<file path="src/rtl/octal_dac_pkg.sv">
package octal_dac_pkg;

  // One-hot decode of a channel index: bit i is set when fire is high and idx equals i.
  function automatic logic chan_hit(input int unsigned idx, input int unsigned i,
                                    input logic fire);
    return fire && (idx == i);
  endfunction

  // Value an output register takes in a load cycle: a write completing in that
  // cycle takes priority over the old staging contents.
  function automatic logic [31:0] load_source(input logic [31:0] staged,
                                              input logic [31:0] fresh,
                                              input logic hit);
    return hit ? fresh : staged;
  endfunction

endpackage

</file>
<file path="src/rtl/odr_sync.sv">
module odr_sync #(
  parameter int W       = 1,
  parameter int STAGES  = 2,
  parameter logic RST_V = 1'b0
) (
  input  logic         clk,
  input  logic         rst,
  input  logic [W-1:0] d,
  output logic [W-1:0] q
);
  logic [W-1:0] stage_q [STAGES];

  always_ff @(posedge clk) begin
    if (rst) begin
      for (int s = 0; s < STAGES; s++) stage_q[s] <= {W{RST_V}};
    end else begin
      stage_q[0] <= d;
      for (int s = 1; s < STAGES; s++) stage_q[s] <= stage_q[s-1];
    end
  end

  assign q = stage_q[STAGES-1];
endmodule

</file>
<file path="src/rtl/odr_write_detect.sv">
module odr_write_detect #(
  parameter int DATA_W = 14,
  parameter int CH_W   = 3
) (
  input  logic              clk,
  input  logic              rst,
  input  logic              cs_n_s,
  input  logic              wr_n_s,
  input  logic [CH_W-1:0]   addr_s,
  input  logic [DATA_W-1:0] data_s,
  output logic              wr_commit,
  output logic [CH_W-1:0]   wr_ch,
  output logic [DATA_W-1:0] wr_word
);
  logic              wr_n_d;
  logic              cs_n_d;
  logic [CH_W-1:0]   addr_d;
  logic [DATA_W-1:0] data_d;

  always_ff @(posedge clk) begin
    if (rst) begin
      wr_n_d <= 1'b1;
      cs_n_d <= 1'b1;
      addr_d <= '0;
      data_d <= '0;
    end else begin
      wr_n_d <= wr_n_s;
      cs_n_d <= cs_n_s;
      addr_d <= addr_s;
      data_d <= data_s;
    end
  end

  // Rising edge of write, with select low in the last cycle write was low.
  assign wr_commit = wr_n_s && !wr_n_d && !cs_n_d;
  assign wr_ch     = addr_d;
  assign wr_word   = data_d;
endmodule

</file>
<file path="src/rtl/odr_channel.sv">
module odr_channel #(
  parameter int DATA_W = 14
) (
  input  logic              clk,
  input  logic              rst,
  input  logic              hit,
  input  logic              ld_active,
  input  logic [DATA_W-1:0] wr_word,
  output logic [DATA_W-1:0] stage_q,
  output logic [DATA_W-1:0] out_q
);
  import octal_dac_pkg::*;

  logic [31:0] load_val;

  assign load_val = load_source(32'(stage_q), 32'(wr_word), hit);

  always_ff @(posedge clk) begin
    if (rst) begin
      stage_q <= '0;
      out_q   <= '0;
    end else begin
      if (hit)       stage_q <= wr_word;
      if (ld_active) out_q   <= load_val[DATA_W-1:0];
    end
  end
endmodule

</file>
<file path="src/rtl/octal_dac_regif.sv">
module octal_dac_regif #(
  parameter int DATA_W  = 14,
  parameter int NUM_CH  = 8,
  parameter int SYNC_N  = 2,
  localparam int CH_W   = $clog2(NUM_CH),
  localparam int FLAT_W = DATA_W * NUM_CH
) (
  input  logic              clk,
  input  logic              rst,
  input  logic              cs_n,
  input  logic              wr_n,
  input  logic              ld_n,
  input  logic              clr_n,
  input  logic [CH_W-1:0]   chan_addr,
  input  logic [DATA_W-1:0] wr_data,
  output logic [FLAT_W-1:0] dac_code,
  output logic [NUM_CH-1:0] clr_flag
);
  import octal_dac_pkg::*;

  logic [3:0]        strobe_s;
  logic [CH_W-1:0]   addr_s;
  logic [DATA_W-1:0] data_s;

  logic              wr_commit;
  logic [CH_W-1:0]   wr_ch;
  logic [DATA_W-1:0] wr_word;
  logic              ld_active;
  logic              clr_active;
  logic [NUM_CH-1:0] wr_sel;
  logic [FLAT_W-1:0] stage_flat;

  odr_sync #(.W(4), .STAGES(SYNC_N), .RST_V(1'b1)) u_sync_strobe (
    .clk (clk), .rst (rst),
    .d   ({cs_n, wr_n, ld_n, clr_n}),
    .q   (strobe_s)
  );

  odr_sync #(.W(CH_W + DATA_W), .STAGES(SYNC_N), .RST_V(1'b0)) u_sync_bus (
    .clk (clk), .rst (rst),
    .d   ({chan_addr, wr_data}),
    .q   ({addr_s, data_s})
  );

  odr_write_detect #(.DATA_W(DATA_W), .CH_W(CH_W)) u_wdet (
    .clk       (clk),
    .rst       (rst),
    .cs_n_s    (strobe_s[3]),
    .wr_n_s    (strobe_s[2]),
    .addr_s    (addr_s),
    .data_s    (data_s),
    .wr_commit (wr_commit),
    .wr_ch     (wr_ch),
    .wr_word   (wr_word)
  );

  assign ld_active  = !strobe_s[1];
  assign clr_active = !strobe_s[0];

  genvar i;
  generate
    for (i = 0; i < NUM_CH; i++) begin : g_ch
      assign wr_sel[i] = chan_hit(int'(wr_ch), i, wr_commit);

      odr_channel #(.DATA_W(DATA_W)) u_ch (
        .clk       (clk),
        .rst       (rst),
        .hit       (wr_sel[i]),
        .ld_active (ld_active),
        .wr_word   (wr_word),
        .stage_q   (stage_flat[i*DATA_W +: DATA_W]),
        .out_q     (dac_code[i*DATA_W +: DATA_W])
      );

      assign clr_flag[i] = clr_active;
    end
  endgenerate
endmodule

</file>
<file path="config.mk">
export PLATFORM = sky130hd
export DESIGN_NAME = octal_dac_regif
export DESIGN_NICKNAME = d
export VERILOG_FILES = /design/src/rtl/octal_dac_pkg.sv /design/src/rtl/odr_sync.sv /design/src/rtl/odr_write_detect.sv /design/src/rtl/odr_channel.sv /design/src/rtl/octal_dac_regif.sv
export SDC_FILE = /design/constraint.sdc
export NUM_CORES = 1
export LEC_CHECK = 0
export BUFFER_PORTS_ARGS = -buffer_cell sky130_fd_sc_hd__buf_2
export CORE_ASPECT_RATIO = 1.25
export CORE_MARGIN = 4
export CORE_UTILIZATION = 54
export CTS_BUF_LIST = sky130_fd_sc_hd__clkbuf_16
export DETAILED_ROUTE_END_ITERATION = 7
export GPL_TIMING_DRIVEN = 0
export PLACE_DENSITY = 0.81
export SLEW_MARGIN = 20
export SYNTH_ARGS = -nofsm -noshare
export SYNTH_HDL_FRONTEND = slang
export SYNTH_SLANG_ARGS = --single-unit
export TNS_END_PERCENT = 20
</file>
<file path="constraint.sdc">
create_clock -name clk -period 2.75 [get_ports clk]
set_clock_uncertainty 0.1 [all_clocks]
set_input_delay 0.4125 -clock clk [delete_from_list [all_inputs] [get_ports clk]]
set_output_delay 0.4125 -clock clk [all_outputs]
set_load 0.005 [all_outputs]
</file>
==> results of run 1 <==
[path summary, 6_finish.rpt]
check        slack, ns                          end                   startpoint
max               0.66        g_ch[0].u_ch.out_q[6]  u_sync_strobe.stage_q[0][5]
min               0.02     u_sync_bus.stage_q[0][6]                   wr_data[6]
max reg2reg       0.66        g_ch[0].u_ch.out_q[6]  u_sync_strobe.stage_q[0][5]
min reg2reg       0.30  u_sync_strobe.stage_q[0][5]  u_sync_strobe.stage_q[0][1]
[final cells by class]
class	instances	area [um^2]	share of cell area, %
sequential	285	5705	46.93
clock buffer	27	675.6	5.557
buffer	124	608.1	5.002
inverter	2	7.507	0.06175
multi-input combinational	633	3717	30.58
timing repair buffer	161	905.9	7.451
tap	228	285.3	2.346
clock inverter	22	252.7	2.079
[cell usage in the layout (no fill, tap or decap), types with 40 or more instances in the layout]
cell / instances
dfxtp_1: 285
buf_2: 159
nand3_1: 112
a21oi_1: 112
nor2_1: 112
a311oi_1: 112
clkbuf_1: 75
o21ai_0: 62
nor2b_1: 53
o21ai_2: 40
[critical path: cells and delay by family, from the launching register on]
family | cells | cell delay, ns
buf+inv | 3 | 1.10
flops | 1 | 0.32
compound gates | 1 | 0.33
simple gates | 1 | 0.12
[per-layer routing]
metal / part of all wire (%) / vias up
met5: 0 / -
met4: 5.7 / 0
met3: 9.5 / 116
met2: 47 / 483
met1: 37 / 4017
li1: - / 4132
[cells by family after synthesis]
family	Yosys count
AO/OA/AOI/OAI	336
flip-flops	285
buffers and inverters	126
AND/OR/NAND/NOR	297
[flip-flops by register name, summed over array words and instances, names as in the netlist]
signal,cells
u_sync_strobe.stage_q,8
u_wdet.wr_ch,3
u_sync_bus.stage_q,34
u_wdet.wr_word,14
u_wdet.cs_n_d,1
g_ch.u_ch.stage_q,112
g_ch.u_ch.out_q,112
u_wdet.wr_n_d,1
[power groups by stage]
| stage | Combinational [mW] | Clock [mW] | Sequential, mW |
|---|---|---|---|
| 6_report | 0.484 | 3.90 | 4.31 |
| 5_1_grt | 0.533 | 4.09 | 4.31 |
| 4_1_cts | 0.483 | 3.92 | 4.31 |
| 3_5_place_dp | 0.460 | 0 | 4.40 |
| 3_3_place_gp | 0.452 | 0 | 4.39 |
| 2_1_floorplan | 0.255 | 0 | 4.39 |
[per-stage QoR]
stage	utilization [%]	total power, mW	instance area, um^2	hold WS, ns
global route	66.92	8.933	12160	0.01683
global placement	60.71	4.846	11030	0.2952
floorplan	-	4.644	10040	0.2895
finish	66.92	8.687	12160	0.01812
detailed placement	60.71	4.855	11030	0.2932
CTS	66.92	8.706	12160	0.01369
==> report_table.html, run 1 <==
<table>
<tr><th>Metric</th><th>Value</th></tr>
<tr><th colspan="2">Global routing</th></tr>
<tr><td>Wire length of the first global-routing pass</td><td>44.19 mm</td></tr>
<tr><td>Total grt overflow</td><td>0</td></tr>
<tr><td>Antenna violations before repair</td><td>0</td></tr>
<tr><td>Tot GR Track Use</td><td>26.36%</td></tr>
<tr><td>Routing layer with the top usage in global route</td><td>met2</td></tr>
<tr><td>Largest net degree at the start of global routing</td><td>16</td></tr>
<tr><td>Met1 track demand over resource</td><td>32.42%</td></tr>
<tr><td>Vias in the first global route</td><td>8493</td></tr>
<tr><td>Met3 Use GR</td><td>4.358%</td></tr>
<tr><td>Met2 global-route usage</td><td>44.09%</td></tr>
<tr><th colspan="2">Yosys</th></tr>
<tr><td>Fraction of the yosys area taken by sequential cells</td><td>56.84%</td></tr>
<tr><td>Post-synthesis share of cell area spent on xor and xnor gates</td><td>0%</td></tr>
<tr><td>Post-Synthesis Cell Area</td><td>0.01004 mm^2</td></tr>
<tr><td>Number of nets produced by synthesis</td><td>1067</td></tr>
<tr><td>Fraction of synthesized area in multiplexers</td><td>0%</td></tr>
<tr><td>Synthesized instance count</td><td>1044</td></tr>
<tr><td>Dominant cell by count in the synthesized netlist</td><td>dfxtp_1</td></tr>
<tr><td>Largest area contributor in the synthesized netlist</td><td>dfxtp_1</td></tr>
<tr><td>Distinct cell type count of the synthesized netlist</td><td>26</td></tr>
<tr><td>Most used DFF post-synth</td><td>dfxtp_1</td></tr>
<tr><td>Leading cell types by count after synthesis</td><td>dfxtp_1, a21oi_1, a311oi_1, nand3_1, nor2_1</td></tr>
<tr><td>Post-synthesis share of cell area spent on and, or, nand and nor gates</td><td>14.60%</td></tr>
<tr><td>FFs w/ async S/R, synth</td><td>0%</td></tr>
<tr><td>Count of flip-flops with a built-in enable after synthesis</td><td>0</td></tr>
<tr><td>Synthesized area divided by synthesized cell count</td><td>9.615 um^2</td></tr>
<tr><td>Synth warn</td><td>0</td></tr>
<tr><td>Share of the synthesized area in compound gates (AO/OA/AOI/OAI)</td><td>22.44%</td></tr>
<tr><td>Flop and latch count out of synthesis</td><td>285</td></tr>
<tr><td>Synth top area cells</td><td>dfxtp_1, a311oi_1, a21oi_1</td></tr>
<tr><td>Share of synthesized cell area in full adder, half adder and majority cells</td><td>0%</td></tr>
<tr><td>Area fraction of the dominant cell type after synthesis</td><td>56.84%</td></tr>
<tr><td>Combinational family with the most area after synthesis</td><td>compound AO/OA/AOI/OAI gates</td></tr>
<tr><th colspan="2">Place</th></tr>
<tr><td>Worst slack, placed</td><td>0.6822 ns</td></tr>
<tr><td>Post-detailed-placement half-perimeter wirelength</td><td>18.94 mm</td></tr>
<tr><td>IO Port Bufs</td><td>141</td></tr>
<tr><td>Cell Count Post-Placement</td><td>1413</td></tr>
<tr><td>Final weighted congestion of routability-driven global placement</td><td>0.8553</td></tr>
<tr><th colspan="2">Critical path</th></tr>
<tr><td>Type of destination of the critical path</td><td>flop</td></tr>
<tr><td>Required time at the endpoint of the critical path</td><td>3.07 ns</td></tr>
<tr><td>Cell chain of the critical path</td><td>inv_2, clkbuf_1, clkbuf_1, nor2_1, a311oi_1</td></tr>
<tr><td>Critical path's slowest cell</td><td>clkbuf_1</td></tr>
<tr><td>Largest stage delay, worst path</td><td>0.54 ns</td></tr>
<tr><td>Critical path's most frequent cell</td><td>clkbuf_1</td></tr>
<tr><td>Critical path arrival</td><td>2.40 ns</td></tr>
<tr><td>Sort of element at the start of the critical path</td><td>flop</td></tr>
<tr><td>Critical-path maximum fanout</td><td>10</td></tr>
<tr><td>Worst setup path category</td><td>reg -&gt; reg</td></tr>
<tr><td>Cell count of the worst reg-to-reg path</td><td>5</td></tr>
<tr><th colspan="2">Timing</th></tr>
<tr><td>RSZ-0062 raised after global routing</td><td>no</td></tr>
<tr><td>Share of the cycle needed by the critical path after routing</td><td>75.97%</td></tr>
<tr><td>Number of endpoints with negative hold slack in the final report</td><td>0</td></tr>
<tr><td>Max-slew violations</td><td>0</td></tr>
<tr><td>Final worst setup slack</td><td>0.6607 ns</td></tr>
<tr><td>Setup TNS</td><td>0 ns</td></tr>
<tr><td>Actual slew at the worst max-slew pin</td><td>0.9113 ns</td></tr>
<tr><td>Final critical path time including I/O delays and setup</td><td>2.089 ns</td></tr>
<tr><td>Max Freq</td><td>0.4786 GHz</td></tr>
<tr><td>Slew margin rel.</td><td>39.25%</td></tr>
<tr><td>Final number of setup-violating endpoints</td><td>0</td></tr>
<tr><th colspan="2">Power</th></tr>
<tr><td>Switching power total</td><td>1.906 mW</td></tr>
<tr><td>Highest ir drop seen on vdd</td><td>0.5119 mV</td></tr>
<tr><td>Power density cells</td><td>714.5 mW/mm^2</td></tr>
<tr><td>Clock network power share</td><td>44.9%</td></tr>
<tr><td>Leakage dissipation</td><td>4.521 nW</td></tr>
<tr><td>Pint</td><td>6.781 mW</td></tr>
<tr><td>Sw Share</td><td>21.94%</td></tr>
<tr><td>Part of the power in combinational logic</td><td>5.6%</td></tr>
<tr><td>Register share of total power</td><td>49.6%</td></tr>
<tr><th colspan="2">Status</th></tr>
<tr><td>Result of the run</td><td>finished, final reports clean</td></tr>
<tr><th colspan="2">Final layout</th></tr>
<tr><td>Number of cells in the finished layout apart from fillers</td><td>1482</td></tr>
<tr><td>Ratio of cells with drive above 1 in the final layout</td><td>22.89%</td></tr>
<tr><td>Filler Cells Inserted</td><td>1413</td></tr>
<tr><td>Ant diodes</td><td>0</td></tr>
<tr><td>Area added between synthesis and finish</td><td>21.11%</td></tr>
<tr><td>Number of nets in the layout</td><td>1257</td></tr>
<tr><th colspan="2">Floorplan</th></tr>
<tr><td>Effective utilization at floorplan</td><td>55.25%</td></tr>
<tr><td>Floorplan Core Area</td><td>0.01817 mm^2</td></tr>
<tr><td>Chip height</td><td>160.4 um</td></tr>
<tr><td>Die span in x</td><td>130.0 um</td></tr>
<tr><td>Top Ports</td><td>143</td></tr>
<tr><td>Std-Cell Rows</td><td>55</td></tr>
<tr><td>Die Outline Area</td><td>0.02085 mm^2</td></tr>
<tr><th colspan="2">Drt</th></tr>
<tr><td>Via Count</td><td>8748</td></tr>
<tr><td>Remaining antenna violation count</td><td>0</td></tr>
<tr><td>Per-cell routed wire length</td><td>19.00 um</td></tr>
<tr><td>Average via count per standard cell</td><td>5.903</td></tr>
<tr><td>Wire length after detailed routing</td><td>28.16 mm</td></tr>
<tr><td>Drt first-iter violations</td><td>906</td></tr>
<tr><td>Number of iterations in the first detailed-routing pass</td><td>5</td></tr>
<tr><td>DRC Markers</td><td>0</td></tr>
<tr><th colspan="2">Min path</th></tr>
<tr><td>Worst hold-check path type</td><td>in -&gt; reg</td></tr>
<tr><td>Cell count of the worst hold path</td><td>2</td></tr>
<tr><th colspan="2">Clock tree</th></tr>
<tr><td>CTS H-tree depth</td><td>1</td></tr>
<tr><td>Count of instances resized after the clock tree is built</td><td>0</td></tr>
<tr><td>CTS tree</td><td>yes</td></tr>
<tr><td>Post CTS Setup Buffer Count</td><td>0</td></tr>
<tr><td>Number of clock buffers inserted by TritonCTS</td><td>27</td></tr>
<tr><td>Clock tree root buffer cell</td><td>clkbuf_16</td></tr>
<tr><td>Clock transition at the register clock pins on the worst setup and hold paths after CTS</td><td>0.06 ns</td></tr>
<tr><td>CTS sink cnt</td><td>285</td></tr>
<tr><td>Clk buf depth</td><td>3</td></tr>
<tr><td>Count of hold buffers inserted by post-cts repair</td><td>20</td></tr>
<tr><td>Worst-skew pair later-pin latency</td><td>0.53 ns</td></tr>
<tr><th colspan="2">Flow run</th></tr>
<tr><td>Max cap viols</td><td>0</td></tr>
</table>
No activity file was read; power rests on OpenSTA's default activity.
==> inputs of run 2 (changes only) <==
- ABC_AREA: default -> 1
- CORE_UTILIZATION: 54 -> 51
- PLACE_DENSITY: 0.81 -> 0.8
- clock period: 2.75 -> 1.9 ns (I/O delays scaled with it)
==> report_table.html, run 2 <==
<table>
<tr><th>Metric</th><th>Value</th></tr>
<tr><th colspan="2">Status</th></tr>
<tr><td>Result of the run</td><td>finished, final reports clean</td></tr>
<tr><th colspan="2">Flow run</th></tr>
<tr><td>Max cap viols</td><td>0 (unchanged)</td></tr>
<tr><th colspan="2">Timing</th></tr>
<tr><td>Slew margin rel.</td><td>45.05% (+5.8 points)</td></tr>
<tr><td>Final number of setup-violating endpoints</td><td>0 (unchanged)</td></tr>
<tr><td>Share of the cycle needed by the critical path after routing</td><td>94.22% (+18 points)</td></tr>
<tr><td>Number of endpoints with negative hold slack in the final report</td><td>0 (unchanged)</td></tr>
<tr><td>RSZ-0062 raised after global routing</td><td>no</td></tr>
<tr><td>Max-slew violations</td><td>0 (unchanged)</td></tr>
<tr><td>Max Freq</td><td>0.5586 GHz (+17%)</td></tr>
<tr><td>Actual slew at the worst max-slew pin</td><td>0.8242 ns (-0.08706 ns)</td></tr>
<tr><td>Final critical path time including I/O delays and setup</td><td>1.790 ns (-0.2991 ns)</td></tr>
<tr><th colspan="2">Final layout</th></tr>
<tr><td>Final Util</td><td>62.80% (-4.1 points)</td></tr>
<tr><td>Filler Cells Inserted</td><td>1768 (+25%)</td></tr>
<tr><td>Number of nets in the layout</td><td>1644 (+31%)</td></tr>
<tr><td>Most frequent standard cell in the layout excluding fill and tap cells</td><td>dfxtp_1</td></tr>
<tr><td>Area added between synthesis and finish</td><td>20.82%</td></tr>
<tr><td>Most frequent cells in the layout</td><td>dfxtp_1, nor2_1, nand2_1</td></tr>
<tr><td>Ratio of cells with drive above 1 in the final layout</td><td>15.05% (-7.8 points)</td></tr>
<tr><td>Largest registers</td><td>g_ch.u_ch.out_q: 112 flops, g_ch.u_ch.stage_q: 112 flops, u_sync_bus.stage_q: 34 flops</td></tr>
<tr><td>Ant diodes</td><td>0 (unchanged)</td></tr>
<tr><th colspan="2">Clock tree</th></tr>
<tr><td>Clock tree root buffer cell</td><td>clkbuf_16</td></tr>
<tr><td>CTS sink cnt</td><td>285 (unchanged)</td></tr>
<tr><td>Post CTS Setup Buffer Count</td><td>0 (unchanged)</td></tr>
<tr><td>Worst-skew pair later-pin latency</td><td>0.53 ns (about the same)</td></tr>
<tr><td>Clk buf depth</td><td>3 (unchanged)</td></tr>
<tr><td>CTS H-tree depth</td><td>1 (unchanged)</td></tr>
<tr><td>Clock transition at the register clock pins on the worst setup and hold paths after CTS</td><td>0.06 ns (about the same)</td></tr>
<tr><td>Number of clock buffers inserted by TritonCTS</td><td>26 (-3.7%)</td></tr>
<tr><td>CTS tree</td><td>yes</td></tr>
<tr><th colspan="2">Critical path</th></tr>
<tr><td>Type of destination of the critical path</td><td>flop</td></tr>
<tr><td>Worst setup path category</td><td>reg -&gt; reg</td></tr>
<tr><td>Sort of element at the start of the critical path</td><td>flop</td></tr>
<tr><td>Critical path arrival</td><td>2.11 ns (-0.29 ns)</td></tr>
<tr><td>Critical path's slowest cell</td><td>clkbuf_1</td></tr>
<tr><td>Cell count of the worst reg-to-reg path</td><td>6 (+1)</td></tr>
<tr><td>Critical-path maximum fanout</td><td>10 (unchanged)</td></tr>
<tr><td>Cell chain of the critical path</td><td>inv_2, clkbuf_2, clkbuf_1, nand3_1, nand2_1, inv_1</td></tr>
<tr><td>Largest stage delay, worst path</td><td>0.47 ns (-0.07 ns)</td></tr>
<tr><td>Required time at the endpoint of the critical path</td><td>2.22 ns (-0.85 ns)</td></tr>
<tr><th colspan="2">Drt</th></tr>
<tr><td>DRC Markers</td><td>0 (unchanged)</td></tr>
<tr><td>Via Count</td><td>9590 (+9.6%)</td></tr>
<tr><td>Wire length after detailed routing</td><td>27.17 mm (-3.5%)</td></tr>
<tr><td>Per-cell routed wire length</td><td>14.22 um (-25%)</td></tr>
<tr><td>Drt first-iter violations</td><td>653 (-28%)</td></tr>
<tr><td>Remaining antenna violation count</td><td>0 (unchanged)</td></tr>
<tr><td>Number of iterations in the first detailed-routing pass</td><td>7 (+2)</td></tr>
<tr><td>Average via count per standard cell</td><td>5.018 (-15%)</td></tr>
<tr><th colspan="2">Floorplan</th></tr>
<tr><td>Effective utilization at floorplan</td><td>51.98% (-3.3 points)</td></tr>
<tr><td>Top Ports</td><td>143 (unchanged)</td></tr>
<tr><td>Die span in x</td><td>136.5 um (+5.0%)</td></tr>
<tr><td>Floorplan Core Area</td><td>0.02025 mm^2 (+11%)</td></tr>
<tr><td>Die Outline Area</td><td>0.02301 mm^2 (+10%)</td></tr>
<tr><td>Std-Cell Rows</td><td>58 (+5.5%)</td></tr>
<tr><td>Chip height</td><td>168.6 um (+5.1%)</td></tr>
<tr><th colspan="2">Yosys</th></tr>
<tr><td>Leading cell types by count after synthesis</td><td>dfxtp_1, nor2_1, nand2_1</td></tr>
<tr><td>Fraction of the yosys area taken by sequential cells</td><td>54.21% (-2.6 points)</td></tr>
<tr><td>Share of the synthesized area in compound gates (AO/OA/AOI/OAI)</td><td>5.326% (-17 points)</td></tr>
<tr><td>Synth top area cells</td><td>dfxtp_1, nor2_1, nand3_1</td></tr>
<tr><td>Count of flip-flops with a built-in enable after synthesis</td><td>0 (unchanged)</td></tr>
<tr><td>Share of synthesized cell area in full adder, half adder and majority cells</td><td>0% (unchanged)</td></tr>
<tr><td>Dominant cell by count in the synthesized netlist</td><td>dfxtp_1</td></tr>
<tr><td>Synthesized area divided by synthesized cell count</td><td>7.355 um^2 (-24%)</td></tr>
<tr><td>Combinational family with the most area after synthesis</td><td>simple AND/OR/NAND/NOR gates</td></tr>
<tr><td>Synth warn</td><td>0 (unchanged)</td></tr>
<tr><td>Number of nets produced by synthesis</td><td>1454 (+36%)</td></tr>
<tr><td>Fraction of synthesized area in multiplexers</td><td>0% (unchanged)</td></tr>
<tr><td>Most used DFF post-synth</td><td>dfxtp_1</td></tr>
<tr><td>FFs w/ async S/R, synth</td><td>0% (unchanged)</td></tr>
<tr><td>Flop and latch count out of synthesis</td><td>285 (unchanged)</td></tr>
<tr><td>Distinct cell type count of the synthesized netlist</td><td>14 (-46%)</td></tr>
<tr><td>Synthesized instance count</td><td>1431 (+37%)</td></tr>
<tr><td>Post-Synthesis Cell Area</td><td>0.01053 mm^2 (+4.8%)</td></tr>
<tr><td>Post-synthesis share of cell area spent on and, or, nand and nor gates</td><td>29.85% (+15 points)</td></tr>
<tr><td>Post-synthesis share of cell area spent on xor and xnor gates</td><td>0% (unchanged)</td></tr>
<tr><td>Largest area contributor in the synthesized netlist</td><td>dfxtp_1</td></tr>
<tr><td>Area fraction of the dominant cell type after synthesis</td><td>54.21% (-2.6 points)</td></tr>
<tr><th colspan="2">Place</th></tr>
<tr><td>IO Port Bufs</td><td>141 (unchanged)</td></tr>
<tr><td>Final weighted congestion of routability-driven global placement</td><td>0.8506 (-0.55%)</td></tr>
<tr><td>Post-detailed-placement half-perimeter wirelength</td><td>18.30 mm (-3.4%)</td></tr>
<tr><th colspan="2">Power</th></tr>
<tr><td>Total power draw</td><td>12.63 mW (+45%)</td></tr>
<tr><td>Highest ir drop seen on vdd</td><td>0.6938 mV (+36%)</td></tr>
<tr><td>Leakage dissipation</td><td>6.119 nW (+35%)</td></tr>
<tr><td>Power density cells</td><td>993.5 mW/mm^2 (+39%)</td></tr>
<tr><th colspan="2">Global routing</th></tr>
<tr><td>Largest net degree at the start of global routing</td><td>16 (unchanged)</td></tr>
<tr><td>Tot GR Track Use</td><td>22.85% (-3.5 points)</td></tr>
<tr><td>Vias in the first global route</td><td>8913 (+4.9%)</td></tr>
<tr><td>Antenna violations before repair</td><td>0 (unchanged)</td></tr>
<tr><td>Wire length of the first global-routing pass</td><td>42.61 mm (-3.6%)</td></tr>
<tr><td>Total grt overflow</td><td>0 (unchanged)</td></tr>
<tr><th colspan="2">Min path</th></tr>
<tr><td>Worst hold-check path type</td><td>reg -&gt; reg</td></tr>
<tr><td>Cell count of the worst hold path</td><td>2 (unchanged)</td></tr>
</table>
[run 2: cell count changes in the layout (fill, tap and decap cells not counted), sizes merged, moves of 24 or more]
cell    delta
a311oi   -112
clkbuf    -24
inv      +172
nand2    +264
nand3     +87
nor2     +171
nor2b     -53
o21ai    -112
[run 2: logic make-up (layout without fill, tap and decap cells)]
logic type             count (synthesis)  in the layout
AOI/OAI and AO/OA                    112            112
buffers and inverters                276            486
and+or+nand+nor                      758            758
DFF                                  285            285
[run 2: area by class of cell]
class | instances | area (um^2) | share of cell area [%]
Buffer | 104 | 480.5 | 3.778
Tap cell | 270 | 337.8 | 2.657
Inverter | 172 | 645.6 | 5.077
Timing Repair Buffer | 162 | 915.9 | 7.203
Clock buffer | 27 | 675.6 | 5.313
Clock inverter | 21 | 250.2 | 1.968
Multi-Input combinational cell | 870 | 3705 | 29.14
Sequential cell | 285 | 5705 | 44.87
[run 2: final timing paths]
path                               start                endpoint  slack, ns
min reg2reg     u_sync_bus.stage_q[1][7]       u_wdet.wr_word[7]       0.29
max          u_sync_strobe.stage_q[0][5]  g_ch[5].u_ch.out_q[13]       0.11
max reg2reg  u_sync_strobe.stage_q[0][5]  g_ch[5].u_ch.out_q[13]       0.11
min             u_sync_bus.stage_q[1][7]       u_wdet.wr_word[7]       0.29
[run 2: through the flow]
step / hold WS [ns] / setup slack [ns] / area [um^2] / setup TNS, ns / instances
3_3_place_gp: 0.2905 / -0.2469 / 11570 / -16.02 / 1842
6_report: 0.2933 / 0.1098 / 12720 / 0 / 1911
2_1_floorplan: 0.2883 / 0.5004 / 10530 / 0 / 1431
5_1_grt: 0.3168 / 0.00003686 / 12720 / 0 / 1911
3_5_place_dp: 0.2923 / -0.2581 / 11570 / -14.89 / 1842
4_1_cts: 0.2965 / 0.01197 / 12710 / 0 / 1911
[run 2: worst max-delay path: cells and delay by family (launching register included)]
family        cells  cell delay, ns
buf+inv           4            0.99
flops             1            0.31
simple gates      2            0.29
[run 2: layer usage]
layer  up-vias  wire length (um)  GRT usage, %
met4         0              1115         10.39
met3        77              2071         3.894
li1       4774                 -             -
met5         -                 0             0
met2       370             13370         39.77
met1      4369             10610         27.33
[run 2: timing repair]
action,4_1_cts,5_1_grt
endpoints found under the setup margin,69,70
endpoints found under the hold margin,21,0
gates resized for setup,1,10
hold buffers,21,0
[run 2: power by group]
| part | internal [mW] | total (mW) | switching [mW] |
|---|---|---|---|
| sequential | 6.14 | 6.22 | 0.0764 |
| clock | 3.39 | 5.60 | 2.22 |
| combinational | 0.314 | 0.811 | 0.497 |
